[src/rtl/ep0_status_regs.sv]
module ep0_status_regs #(
  parameter int          NUM_EP   = 2,
  parameter int          ADDR_W   = 8,
  parameter int          FLAG_W   = 4,
  parameter logic [7:0]  HUB_STAT = 8'hA0,
  parameter logic [7:0]  FUN_STAT = 8'hA1,
  parameter logic [7:0]  HUB_ACK  = 8'hA2,
  parameter logic [7:0]  FUN_ACK  = 8'hA3
) (
  input  logic                     clk,
  input  logic                     rst_n,
  input  logic [NUM_EP-1:0]        ev_stall,
  input  logic [NUM_EP-1:0]        ev_setup,
  input  logic [NUM_EP-1:0]        ev_out,
  input  logic [NUM_EP-1:0]        ev_rd_data_done,
  input  logic [NUM_EP-1:0]        ev_stat_nodata_done,
  input  logic [NUM_EP-1:0]        ev_stat_wr_done,
  input  logic [NUM_EP*FLAG_W-1:0] irq_en,
  input  logic [ADDR_W-1:0]        bus_addr,
  input  logic                     bus_wr,
  input  logic [7:0]               bus_wdata,
  output logic [7:0]               bus_rdata,
  output logic [NUM_EP-1:0]        irq,
  output logic [NUM_EP-1:0]        out_nak
);

  localparam int B_STALL = 3;
  localparam int B_SETUP = 2;
  localparam int B_OUT   = 1;
  localparam int B_TX    = 0;

  logic [NUM_EP-1:0][FLAG_W-1:0] flags_q;
  logic [NUM_EP-1:0]             stat_hit;

  for (genvar e = 0; e < NUM_EP; e++) begin : g_ep
    localparam logic [ADDR_W-1:0] STAT_A = ADDR_W'(e == 0 ? HUB_STAT : FUN_STAT);
    localparam logic [ADDR_W-1:0] ACK_A  = ADDR_W'(e == 0 ? HUB_ACK  : FUN_ACK);

    logic [FLAG_W-1:0] set_v, clr_v;
    logic              ack_hit;

    assign ack_hit     = bus_wr && (bus_addr == ACK_A);
    assign clr_v       = ack_hit ? bus_wdata[FLAG_W-1:0] : '0;
    assign set_v       = {ev_stall[e], 1'b0, ev_out[e],
                          ev_rd_data_done[e] | ev_stat_nodata_done[e] | ev_stat_wr_done[e]};
    assign stat_hit[e] = (bus_addr == STAT_A);

    always_ff @(posedge clk) begin
      if (!rst_n)
        flags_q[e] <= '0;
      else if (ev_setup[e])
        flags_q[e] <= FLAG_W'(1) << B_SETUP;
      else
        flags_q[e] <= (flags_q[e] & ~clr_v) | set_v;
    end

    assign irq[e]     = |(flags_q[e] & irq_en[e*FLAG_W +: FLAG_W]);
    assign out_nak[e] = flags_q[e][B_OUT];

    AST_SETUP_WIPES: assert property (@(posedge clk) disable iff (!rst_n)
      ev_setup[e] |=> bus_rdata == 8'h04 || !stat_hit[e] || flags_q[e] == 4'b0100);
    AST_STALL_SETS: assert property (@(posedge clk) disable iff (!rst_n)
      (ev_stall[e] && !ev_setup[e]) |=> flags_q[e][B_STALL]);
    AST_OUT_NAKS: assert property (@(posedge clk) disable iff (!rst_n)
      (ev_out[e] && !ev_setup[e]) |=> out_nak[e]);
    AST_TX_SETS: assert property (@(posedge clk) disable iff (!rst_n)
      ((ev_rd_data_done[e] || ev_stat_nodata_done[e] || ev_stat_wr_done[e]) && !ev_setup[e])
        |=> flags_q[e][B_TX]);
    AST_HOLD_QUIET: assert property (@(posedge clk) disable iff (!rst_n)
      (!ack_hit && !ev_setup[e] && set_v == '0) |=> $stable(flags_q[e]));
    AST_ACK_CLEARS: assert property (@(posedge clk) disable iff (!rst_n)
      (ack_hit && bus_wdata[B_STALL] && !ev_stall[e] && !ev_setup[e]) |=> !flags_q[e][B_STALL]);
  end

  always_comb begin
    bus_rdata = '0;
    for (int e = 0; e < NUM_EP; e++)
      if (stat_hit[e]) bus_rdata = {{(8-FLAG_W){1'b0}}, flags_q[e]};
  end

  AST_RESERVED_ZERO: assert property (@(posedge clk) disable iff (!rst_n)
    bus_rdata[7:4] == 4'h0);
  AST_ONE_STAT_HIT: assert property (@(posedge clk) disable iff (!rst_n)
    $onehot0(stat_hit));

endmodule

[config.mk]
export PLATFORM = sky130hd
export DESIGN_NAME = ep0_status_regs
export DESIGN_NICKNAME = d
export VERILOG_FILES = /design/src/rtl/ep0_status_regs.sv
export SDC_FILE = /design/constraint.sdc
export NUM_CORES = 1
export LEC_CHECK = 0
export ABC_AREA = 1
export CORE_UTILIZATION = 31
export DETAILED_ROUTE_END_ITERATION = 6
export GPL_TIMING_DRIVEN = 0
export PLACE_DENSITY = 0.89
export SYNTH_ARGS = -nofsm -noshare
export SYNTH_HDL_FRONTEND = slang
export SYNTH_SLANG_ARGS = --single-unit
[constraint.sdc]
create_clock -name clk -period 3.2 [get_ports clk]
set_input_delay 0.96 -clock clk [delete_from_list [all_inputs] [get_ports clk]]
set_output_delay 0.96 -clock clk [all_outputs]
set_load 0.1 [all_outputs]
==> flow_metrics.py, run 1 <==
metrics = {
    "timing": {
        "slew_violations": 0,
        "finalCritPeriodShare_pct": 98.1,
        "holdWs_ns": 0.486,
        "fmax_mhz": 319,
        "skew_ns": 0,
        "timing.slew.headroom_pct": 34.9,
        "setup_viol": 0,
        "layout_setup_ws_ns": 0.0613,
        "tightest_slew_ns": 0.973,
        "finalHoldViolations": 0,
        "fin_crit_ns": 3.14,
    },
    "floorplanning": {
        "die-area_um2": 1880,
        "core_um2": 1560,
        "die_x_um": 43.3,
        "row_count": 14,
        "die_h_um": 43.3,
        "initial_core_util_pct": 33.9,
        "io_pins": 51,
    },
    "synthesis": {
        "avgSynthCellArea_um2": 6.23,
        "async_reset_ff_share_pct": 0,
        "yosysSeqAreaShare_pct": 30.3,
        "postSynthCellCount": 85,
        "ys_top_cells_by_count": "nand2_1, nand3_1, inv_1, a21oi_1, dfxtp_1",
        "yosys.area.top_type": "dfxtp_1",
        "yosys.area.top_type_share_pct": 30.3,
        "synth_area_leaders": "dfxtp_1, nand2_1, nand3_1",
        "synth_cell_types": 13,
        "synth_area_um2": 529,
        "yosysMostFrequentCell": "nand2_1",
        "synth-warning-count": 0,
        "synth_enable_flop_cells": 0,
        "ys_ff_latch": 8,
        "synth_top_flop_cell": "dfxtp_1",
    },
    "power_and_ir_drop": {
        "report.power.total_uw": 314,
        "ir_drop_uv": 155,
        "leakagePower_nw": 0.477,
        "power-per-cell-area_nw_per_um2": 298,
    },
    "detailed_routing": {
        "drc": 12,
        "via_count": 731,
        "viasPerCell": 4.84,
        "antenna_left": 0,
        "first_iter_violations": 25,
        "drt-pass1-iter-count": 6,
        "wl_per_cell_um": 11.1,
        "wirelength_mm": 1.68,
    },
    "final_layout": {
        "diodes": 0,
        "fill_cells": 127,
        "syn_to_final_growth_pct": 99.3,
        "final_nets": 176,
        "layout-drive-gt1-share_pct": 16.3,
        "instances_no_fill": 151,
    },
    "global_route": {
        "gr-total-overflow": 0,
        "gr-usage-all-layers_pct": 18.4,
        "grt_use_met3_pct": 5.11,
        "grt-busiest-layer": "met2",
        "antenna_found_initial": 0,
        "grt_max_degree": 9,
        "met2_usage_pct": 32.7,
        "grt_pass1_vias": 639,
        "use_met1_pct": 19.2,
        "grt_pass1_wl_mm": 2.53,
    },
    "placement": {
        "place_ws_ns": -0.865,
        "gp_congestion": 0.774,
        "hpwl_mm": 1.34,
        "io_buffers": 42,
        "place_inst": 146,
    },
    "clock_network": {
        "htreeDepth": 1,
        "clk_latency_ns": 0.25,
        "cts.hold.buffers_added": 0,
        "cts-root-buf": "clkbuf_4",
        "clock-sinks": 8,
        "clk_pin_slew_worst_paths_ns": 0.05,
        "cts_buffers": 3,
        "cts_tree": "done",
        "cts.path.max_buffers": 2,
    },
    "worst_setup_path": {
        "cp.required_ns": 2.24,
        "arrival_ns": 2.18,
        "critPathSlowestCell": "clkdlybuf4s50_1",
        "criticalPathCategory": "input port to output pin",
        "crit_chain": "clkdlybuf4s50_1 -> nand2_1 -> inv_1 -> nand2_2 -> nor2_4 -> nand3_1 -> nand2_1 -> buf_6",
        "crit_top_cell": "nand2_1",
        "endpoint_kind": "output pin",
        "worst_setup_path_start_kind": "input port",
        "crit_fanout": 5,
        "crit_path_max_incr_delay_ns": 0.46,
    },
    "min_path": {
        "hold_class": "flop to flop",
    },
    "status": {
        "violations": "design-rule violations",
        "status": "complete, but fails checks",
    },
    "run": {
        "maxCapViolCount": 0,
    },
}
==> timing repair <==
action | 4_1_cts | 5_1_grt
buffers inserted | 0 | 2
endpoints found under the hold margin | 0 | 0
pin swaps | 0 | 2
gates resized for setup | 34 | 7
setup endpoints to repair | 6 | 4
==> power breakdown <==
part,switching [mW],internal (mW)
combinational,0.0735,0.0539
sequential,0.00542,0.106
clock,0.0328,0.0428
total,0.112,0.202
==> registers in the layout, summed over array words and instances, names as in the netlist <==
name	flops
flags_q	6
out_nak	2
==> path summary, 6_finish.rpt <==
path | startpoint | depth (start not counted) | slack, ns | endpoint
setup / recovery | bus_addr[5] | 8 | 0.06 | bus_rdata[3]
hold / removal | flags_q[0] | 2 | 0.49 | flags_q[0]
setup reg to reg | out_nak[0] | 2 | 2.55 | out_nak[0]
hold reg to reg | flags_q[0] | 2 | 0.49 | flags_q[0]
==> layout by cell type, fill, tap and decap left out, drive strengths merged <==
master	instances
conb	4
buf	12
dfxtp	8
inv	11
a21oi	8
nor3	2
nor2	4
nand2	27
clkbuf	3
nand3	16
clkdlybuf4s50	36
nand4	2
clkdlybuf4s15	2
==> critical path: cells and delay by family <==
kind | cells | cell delay [ns]
buffers and inverters | 3 | 0.74
AND/OR/NAND/NOR | 5 | 0.47
==> stage by stage <==
step	TNS (ns)	utilization, %	cell area, um^2
after floorplan	0	-	541
after global placement	-4.18	62.9	981
after detailed placement	-4.30	62.9	981
after CTS	0	64.8	1010
after global routing	-0.0905	67.7	1050
final	0	67.7	1050
==> layout make-up <==
class | count | area, um^2 | share of cell area, %
timing repair buffer | 44 | 469 | 44.5
multi-input combinational | 63 | 297 | 28.1
sequential | 8 | 160 | 15.2
buffer | 6 | 45.0 | 4.27
inverter | 11 | 41.3 | 3.91
clock buffer | 3 | 22.5 | 2.14
tap | 16 | 20.0 | 1.90
==> per-layer routing <==
| layer | wire [um] | part of all wire (%) |
|---|---|---|
| met4 | 29 | 1.7 |
| met3 | 196 | 12 |
| met1 | 605 | 36 |
| met5 | 0 | 0 |
| met2 | 845 | 50 |
==> cell families after synthesis <==
group / share of synthesized area [%]
compound gates: 7.57
buf+inv: 16.3
flops: 30.3
other cells: 0.709
simple gates: 45.2
No activity file was read; power rests on OpenSTA's default activity.
==> inputs of run 2 (changes only) <==
--- a/config.mk
+++ b/config.mk
@@ -6,6 +6,7 @@
 export NUM_CORES = 1
 export LEC_CHECK = 0
 export ABC_AREA = 1
+export CORE_MARGIN = 1
 export CORE_UTILIZATION = 31
 export DETAILED_ROUTE_END_ITERATION = 6
 export GPL_TIMING_DRIVEN = 0
==> results of run 2 <==
The final DEF is identical to that of run 1; final timing and power are the same.
